### config.mk
export PLATFORM = sky130hd
export DESIGN_NAME = ot_monitor
export DESIGN_NICKNAME = d
export VERILOG_FILES = /design/src/rtl/ot_pkg.sv /design/src/rtl/ot_thr_bank.sv /design/src/rtl/ot_chan_cmp.sv /design/src/rtl/ot_out_merge.sv /design/src/rtl/ot_monitor.sv
export SDC_FILE = /design/constraint.sdc
export NUM_CORES = 1
export LEC_CHECK = 0
export BUFFER_PORTS_ARGS = -buffer_cell sky130_fd_sc_hd__buf_4
export CAP_MARGIN = 10
export CORE_ASPECT_RATIO = 0.8
export CORE_MARGIN = 3
export CORE_UTILIZATION = 45
export CTS_CLUSTER_DIAMETER = 200
export DETAILED_ROUTE_END_ITERATION = 10
export PLACE_DENSITY = 0.7
export SETUP_SLACK_MARGIN = 0.5
export SLEW_MARGIN = 10
export SYNTH_ARGS = -nofsm -noshare
export SYNTH_HDL_FRONTEND = slang
export SYNTH_SLANG_ARGS = --single-unit
### constraint.sdc
create_clock -name clk -period 1.8 [get_ports clk]
set_input_delay 0.18 -clock clk [delete_from_list [all_inputs] [get_ports clk]]
set_output_delay 0.18 -clock clk [all_outputs]
set_load 0.01 [all_outputs]
### src/rtl/ot_pkg.sv
package ot_pkg;

    localparam int OT_NCH  = 4;
    localparam int OT_TW   = 8;
    localparam int OT_HYST = 4;
    localparam int OT_CFGW = 8;

    typedef enum logic {
        OT_CLEAR   = 1'b0,
        OT_TRIPPED = 1'b1
    } ot_state_e;

    // Position of a channel's mask bit inside the configuration byte.
    function automatic int unsigned mask_pos(input int unsigned ch);
        case (ch)
            0:       return 0;
            1:       return 3;
            2:       return 4;
            3:       return 5;
            default: return 0;
        endcase
    endfunction

    // Builds a per-channel enable vector from the configuration byte.
    function automatic logic [OT_NCH-1:0] unmasked(input logic [OT_CFGW-1:0] cfg);
        logic [OT_NCH-1:0] en;
        for (int i = 0; i < OT_NCH; i++) begin
            en[i] = ~cfg[mask_pos(i)];
        end
        return en;
    endfunction

endpackage

### src/rtl/ot_thr_bank.sv
module ot_thr_bank #(
    parameter int N_CH    = ot_pkg::OT_NCH,
    parameter int TW      = ot_pkg::OT_TW,
    parameter int DEF_THR = 110,
    localparam int CH_W   = (N_CH > 1) ? $clog2(N_CH) : 1
) (
    input  logic              clk,
    input  logic              rst,
    input  logic              we,
    input  logic [CH_W-1:0]   sel,
    input  logic [TW-1:0]     wdata,
    output logic [N_CH*TW-1:0] thr_flat
);

    localparam logic [TW-1:0] RST_VAL = TW'(DEF_THR);

    for (genvar i = 0; i < N_CH; i++) begin : g_thr
        logic [TW-1:0] thr_q;

        always_ff @(posedge clk) begin
            if (rst) begin
                thr_q <= RST_VAL;
            end else if (we && (sel == CH_W'(i))) begin
                thr_q <= wdata;
            end
        end

        assign thr_flat[i*TW +: TW] = thr_q;
    end

endmodule

### src/rtl/ot_chan_cmp.sv
module ot_chan_cmp #(
    parameter int TW   = ot_pkg::OT_TW,
    parameter int HYST = ot_pkg::OT_HYST
) (
    input  logic          clk,
    input  logic          rst,
    input  logic          upd,
    input  logic [TW-1:0] temp,
    input  logic [TW-1:0] thr,
    output logic          tripped
);

    import ot_pkg::*;

    localparam int WW = TW + 1;

    ot_state_e         state_q, state_d;
    logic signed [WW-1:0] temp_w, thr_w, rel_w;

    // Widen by one bit so threshold minus hysteresis cannot wrap.
    always_comb begin
        temp_w = $signed({temp[TW-1], temp});
        thr_w  = $signed({thr[TW-1], thr});
        rel_w  = thr_w - $signed(WW'(HYST));
    end

    always_comb begin
        state_d = state_q;
        if (upd) begin
            unique case (state_q)
                OT_CLEAR:   if (temp_w > thr_w) state_d = OT_TRIPPED;
                OT_TRIPPED: if (temp_w < rel_w) state_d = OT_CLEAR;
                default:    state_d = OT_CLEAR;
            endcase
        end
    end

    always_ff @(posedge clk) begin
        if (rst) begin
            state_q <= OT_CLEAR;
        end else begin
            state_q <= state_d;
        end
    end

    assign tripped = (state_q == OT_TRIPPED);

endmodule

### src/rtl/ot_out_merge.sv
module ot_out_merge #(
    parameter int N_CH  = ot_pkg::OT_NCH,
    parameter int CFG_W = ot_pkg::OT_CFGW
) (
    input  logic [N_CH-1:0]  state,
    input  logic [CFG_W-1:0] cfg,
    output logic             ot_n
);

    logic [N_CH-1:0] active;

    for (genvar i = 0; i < N_CH; i++) begin : g_en
        localparam int unsigned POS = ot_pkg::mask_pos(i);
        if (POS < CFG_W) begin : g_ok
            assign active[i] = state[i] & ~cfg[POS];
        end else begin : g_nomask
            assign active[i] = state[i];
        end
    end

    assign ot_n = ~(|active);

endmodule

### src/rtl/ot_monitor.sv
module ot_monitor #(
    parameter int N_CH    = ot_pkg::OT_NCH,
    parameter int TW      = ot_pkg::OT_TW,
    parameter int HYST    = ot_pkg::OT_HYST,
    parameter int CFG_W   = ot_pkg::OT_CFGW,
    parameter int DEF_THR = 110,
    localparam int CH_W   = (N_CH > 1) ? $clog2(N_CH) : 1
) (
    input  logic             clk,
    input  logic             rst,
    input  logic             conv_done,
    input  logic [CH_W-1:0]  conv_chan,
    input  logic [TW-1:0]    conv_temp,
    input  logic             thr_we,
    input  logic [CH_W-1:0]  thr_sel,
    input  logic [TW-1:0]    thr_wdata,
    input  logic [CFG_W-1:0] cfg_ovt,
    output logic [N_CH-1:0]  ot_status,
    output logic             ot_n
);

    logic [N_CH*TW-1:0] thr_flat;

    ot_thr_bank #(
        .N_CH    (N_CH),
        .TW      (TW),
        .DEF_THR (DEF_THR)
    ) thr_i (
        .clk      (clk),
        .rst      (rst),
        .we       (thr_we),
        .sel      (thr_sel),
        .wdata    (thr_wdata),
        .thr_flat (thr_flat)
    );

    for (genvar i = 0; i < N_CH; i++) begin : g_ch
        logic hit;
        assign hit = conv_done && (conv_chan == CH_W'(i));

        ot_chan_cmp #(
            .TW   (TW),
            .HYST (HYST)
        ) cmp_i (
            .clk     (clk),
            .rst     (rst),
            .upd     (hit),
            .temp    (conv_temp),
            .thr     (thr_flat[i*TW +: TW]),
            .tripped (ot_status[i])
        );
    end

    ot_out_merge #(
        .N_CH  (N_CH),
        .CFG_W (CFG_W)
    ) merge_i (
        .state (ot_status),
        .cfg   (cfg_ovt),
        .ot_n  (ot_n)
    );

endmodule

* After elaboration in Yosys (flattened, before gate mapping)
Index checks and enable logic that the tools add are counted.
Word-level totals: flip-flop bits (word level) 36, bits of input ports 32, output and inout port bits 5, logic and storage cells 62
Operators by class: add/subtract/negate cells 4, $lt $le $gt $ge 8, eq/ne operators 6, mux-type cells 12, bitwise gates (word level) 13, reduce and logical (&&, ||, !) cells 11
Operator list (count):
- 8-bit by 9-bit < comparator with 1-bit output | 4
- 8-bit by 4-bit subtractor with 9-bit output, second input constant | 4
- 8-bit > comparator | 4
- 1-bit NOT | 9
- 2-bit == test, second input constant | 4
- 1-bit logical AND | 8
- 1-bit 2-to-1 mux | 8
- 1-bit case mux with 2 select lines | 4
- 1-bit AND | 4
- 2-bit by 1-bit == test with 1-bit output, second input constant | 2
- 2-bit logical NOT | 2
- 4-bit OR reduction | 1

* Depth between registers and ports, before layout
word-level depth 4, gate-level depth with buffers 10, gate-level depth less buffers 10

* Cells and area by module
From an unflattened synthesis, not the netlist that was laid out.
Unflattened totals: cells, all modules 371, area total of the unflattened synthesis 3274.4 um2
By module, submodules not included:
- ot_chan_cmp at g_ch[0].cmp_i ... | instances 3, cells each 61, area each 486.7 um2, seq. area each 20.0 um2
- ot_thr_bank | instances 1, cells each 115, area each 1217.4 um2, seq. area each 640.6 um2
- ot_chan_cmp at g_ch[1].cmp_i | instances 1, cells each 64, area each 509.2 um2, seq. area each 20.0 um2
- ot_out_merge | instances 1, cells each 5, area each 50.0 um2, seq. area each 0.0 um2
- ot_monitor | instances 1, cells each 4, area each 37.5 um2, seq. area each 0.0 um2

* Worst setup path after synthesis
No wires, ideal clock.
path type reg2reg, from reg thr_i.g_thr[2].thr_q[2], to reg g_ch[2].cmp_i.state_q, library setup time 0.129 ns, arrival 1.702 ns, data required time 1.671 ns, setup slack -0.032 ns, cell stages (with the launch flop) 8, buffers on the path 0, period minus slack after synthesis 1.832 ns, cells stage by stage dfxtp_1 > inv_1 > ha_1 > ha_1 > a2111oi_0 > o31a_1 > o221a_2 > o22ai_1
Between the ends: word-level cells in the longest chain between the ends 4, elaborated cells between the ends (all ways) 6, classes of those cells add/sub: 1; order compare: 2; mux: 3
RTL lines:
- from (decl) | line ot_thr_bank.sv:18 | logic [TW-1:0] thr_q;
- from (signal assigned) | line ot_thr_bank.sv:24 | thr_q <= wdata;
- 8-bit by 4-bit subtractor with 9-bit output | line ot_chan_cmp.sv:24 | rel_w = thr_w - $signed(WW'(HYST));
- 8-bit by 9-bit < comparator with 1-bit output | line ot_chan_cmp.sv:32 | OT_TRIPPED: if (temp_w < rel_w) state_d = OT_CLEAR;
- 1-bit 2-to-1 mux | line ot_chan_cmp.sv:32
- 1-bit case mux with 2 select lines * | line ot_chan_cmp.sv:30 | unique case (state_q)
- to (signal assigned) | line ot_chan_cmp.sv:42 | state_q <= state_d;
- to (decl) | line ot_chan_cmp.sv:17 | ot_state_e state_q, state_d;
Mark *: on every way between the ends. The rest lies on a longest branch, timed or not. A chain may end at the register's enable or synchronous reset.

* Worst setup path in the final report
from reg thr_i.g_thr[0].thr_q[2], to reg g_ch[0].cmp_i.state_q
Between the ends: word-level cells in the longest chain between the ends 4, elaborated cells between the ends (all ways) 6, classes of those cells add/sub: 1; order compare: 2; mux: 3
RTL lines (line):
- from (decl) | ot_thr_bank.sv:18
- from (signal assigned) | ot_thr_bank.sv:24
- 8-bit by 4-bit subtractor with 9-bit output | ot_chan_cmp.sv:24
- 8-bit by 9-bit < comparator with 1-bit output | ot_chan_cmp.sv:32
- 1-bit 2-to-1 mux | ot_chan_cmp.sv:32
- 1-bit case mux with 2 select lines * | ot_chan_cmp.sv:30
- to (signal assigned) | ot_chan_cmp.sv:42
- to (decl) | ot_chan_cmp.sv:17
Marked as above.

==> flow_summary.yaml <==
status:
  status: "complete, no violations"
drt:
  via_per_inst: 5.626
  drtAntennaViolNets: 0
  detailroute.via_count: 2847
  post_drt_wl_per_cell_um: 16.81
  drt-initial-drc-count: 108
  routed_wl_mm: 8.505
  route.detailed.drc: 0
  drtPass1Iterations: 4
cts:
  h-tree-depth: 2
  cts-root-buf: "clkbuf_8"
  clock-sinks: 36
  clockBufferDepth: 2
  cts_tree: "done"
  clk_latency_ns: 0.29
  cts_buffers: 5
  clk_pin_slew_ns: 0.08
placement:
  gp_congestion: 0.8712
  placed_cell_area_um2: 3582
  dpl.hpwl_mm: 6.371
  io_buffers: 32
  place_ws_ns: 0.02274
  place_inst: 489
die:
  rows: 26
  dieArea_um2: 7880
  core-area_um2: 6506
  initial_core_util_pct: 47.35
  boundaryPins: 37
  die_h_um: 80
  fp.dieW_um: 98.51
sta:
  period_share_pct: 99.25
  layout_setup_ws_ns: 0.01348
  relSlewSlack_pct: 67.27
  hold_viol_final: 0
  tns_ns: 0
  clock.fmax_ghz: 0.5597
  final_max_slew_viol_count: 0
  tightest_slew_ns: 0.4899
  fin_skew_ns: 0.009312
  setup_viol: 0
  period_needed_ns: 1.787
  rsz0062_at_grt: "yes"
  fin_hold_ws_ns: 0.1591
power:
  total_leakage_power_nw: 1.691
  powerDensity_nw_per_um2: 530.6
  irDropWorstVdd_mv: 0.3546
worst_setup_path:
  crit_arrival_ns: 1.98
  worstSetupPathType: "register to register"
  slowest_delay_ns: 0.34
  path_buf_inv: 1
  cpMaxStageDelayCell: "dfxtp_2"
  required_ns: 2.00
  crit_fanout: 4
  path_cells: "inv_2, ha_4, nand3_2, xnor2_1, ha_2, and3_1, nand3_1, a21oi_1, nor3_1, nor4_1"
  critPathCaptureType: "register"
  cp-start-kind: "register"
  critPathTopFamily: "simple AND/OR/NAND/NOR gates"
grt:
  grt_max_degree: 18
  antenna_found_initial: 0
  grt_pass1_wl_mm: 13.82
  grt-ovfl-total: 0
  grt_pass1_vias: 2801
  track_usage_pct: 22.42
final_layout:
  layoutNonFillerInstCount: 506
  antenna_cells: 0
  synthToLayoutAreaGrowth_pct: 26.44
  layout_common_cells: "52 x ha_1, 51 x nand2_1, 48 x buf_4"
  fill_cells: 621
  final_cell_area_um2: 3895
  layout_commonest_cell: "ha_1"
  nets: 518
  drive_gt1_share_pct: 28.67
synth:
  synthCells: 379
  ys_warn_count: 0
  synth_fp_nets: 475
  synth_top_area_share_pct: 26.00
  synthArstFlopShare_pct: 0
  yosys-top-cells-area: "ha_1 26%, dfxtp_1 23%, nand2_1 6.2%"
  ys_seq_area_share_pct: 23.40
  ys_ff_latch: 36
  syn_area_um2: 3080
  ys_types: 43
  synth_ff_type: "dfxtp_1"
  syn_area_per_cell_um2: 8.128
  yosys.area.top_type: "ha_1"
  synth_edf_count: 0
hold_path:
  hp-class: "input port to register"
job:
  cap_violations: 0
worst reg2reg max path, delay by kind of cell (launching register included):
family | cells | cell delay, ns
AOI/OAI and AO/OA | 1 | 0.12
adders and majority gates | 2 | 0.47
xor gates and xnor gates | 1 | 0.14
DFF | 1 | 0.34
buffers and inverters | 1 | 0.10
and+or+nand+nor | 5 | 0.53
worst paths after layout:
path	slack (ns)	cells after the start	endpoint	startpoint
max	0.01	10	g_ch[0].cmp_i.tripped$_SDFFE_PP0P_	thr_i.g_thr[0].thr_q[2]$_SDFFE_PP1P_
max reg2reg	0.01	10	g_ch[0].cmp_i.tripped$_SDFFE_PP0P_	thr_i.g_thr[0].thr_q[2]$_SDFFE_PP1P_
min	0.16	3	thr_i.g_thr[1].thr_q[1]$_SDFFE_PP1P_	thr_wdata[1]
min reg2reg	0.48	2	thr_i.g_thr[1].thr_q[0]$_SDFFE_PP0P_	thr_i.g_thr[1].thr_q[0]$_SDFFE_PP0P_
report_power, final:
group	total, mW	leakage [nW]	switching [mW]	internal (mW)
registers	0.873	0.292	0.0386	0.834
logic	0.629	1.36	0.341	0.288
clock network	0.565	0.0410	0.301	0.264
total	2.07	1.69	0.681	1.39
final cells by class:
type | instances | area (um2) | share of cell area [%]
sequential | 36 | 750.7 | 19.27
clock buffer | 6 | 72.57 | 1.863
multi-input combinational | 284 | 2410 | 61.87
inverter | 47 | 191.4 | 4.915
timing repair buffer | 48 | 360.3 | 9.252
tap | 84 | 105.1 | 2.698
clock inverter | 1 | 5.005 | 0.1285
cells by family after synthesis:
logic type	after synthesis	share of synthesized area (%)
flip-flops	36	23.40
buffers and inverters	59	7.717
AND/OR/NAND/NOR	116	18.07
multiplexers	1	0.3250
XOR/XNOR	16	4.549
AO/OA/AOI/OAI	87	19.94
adder cells (fa/ha/maj)	64	26.00
synthesized netlist by cell type, types with 4 or more instances:
| library cell | n |
|---|---|
| a21o_1 | 5 |
| a21oi_1 | 26 |
| and3_1 | 4 |
| buf_4 | 4 |
| clkbuf_1 | 7 |
| dfxtp_1 | 36 |
| ha_1 | 64 |
| inv_1 | 47 |
| nand2_1 | 51 |
| nand3_1 | 10 |
| nand4_1 | 6 |
| nor2_1 | 17 |
| nor2b_1 | 4 |
| nor3_1 | 11 |
| o211ai_1 | 22 |
| o21ai_0 | 4 |
| xnor2_1 | 16 |
registers in the layout (all words and copies together) (netlist names):
name,count
g_ch.cmp_i.tripped,4
thr_i.g_thr.thr_q,32
timing repair:
item | 4_1_cts | 5_1_grt
setup buffers | 9 | 1
hold buffers | 0 | 0
resized for setup | 20 | 20
pin swaps | 11 | 7
setup endpoints to repair | 5 | 5
metal layers:
layer	track usage, %	share of wire, %	vias up
met2	35.63	43	69
met5	0	0	-
met4	6.548	1.7	0
met3	4.017	4.9	13
met1	30.99	50	1319
li1	-	-	1446
per-stage QoR:
stage	power (mW)	util, %
after CTS	2.056	58.60
final	2.067	59.87
after detailed placement	1.460	55.06
after floorplan	1.256	-
after global routing	2.178	59.87
after global placement	1.443	55.06
Power figures use the tool's default switching activity.
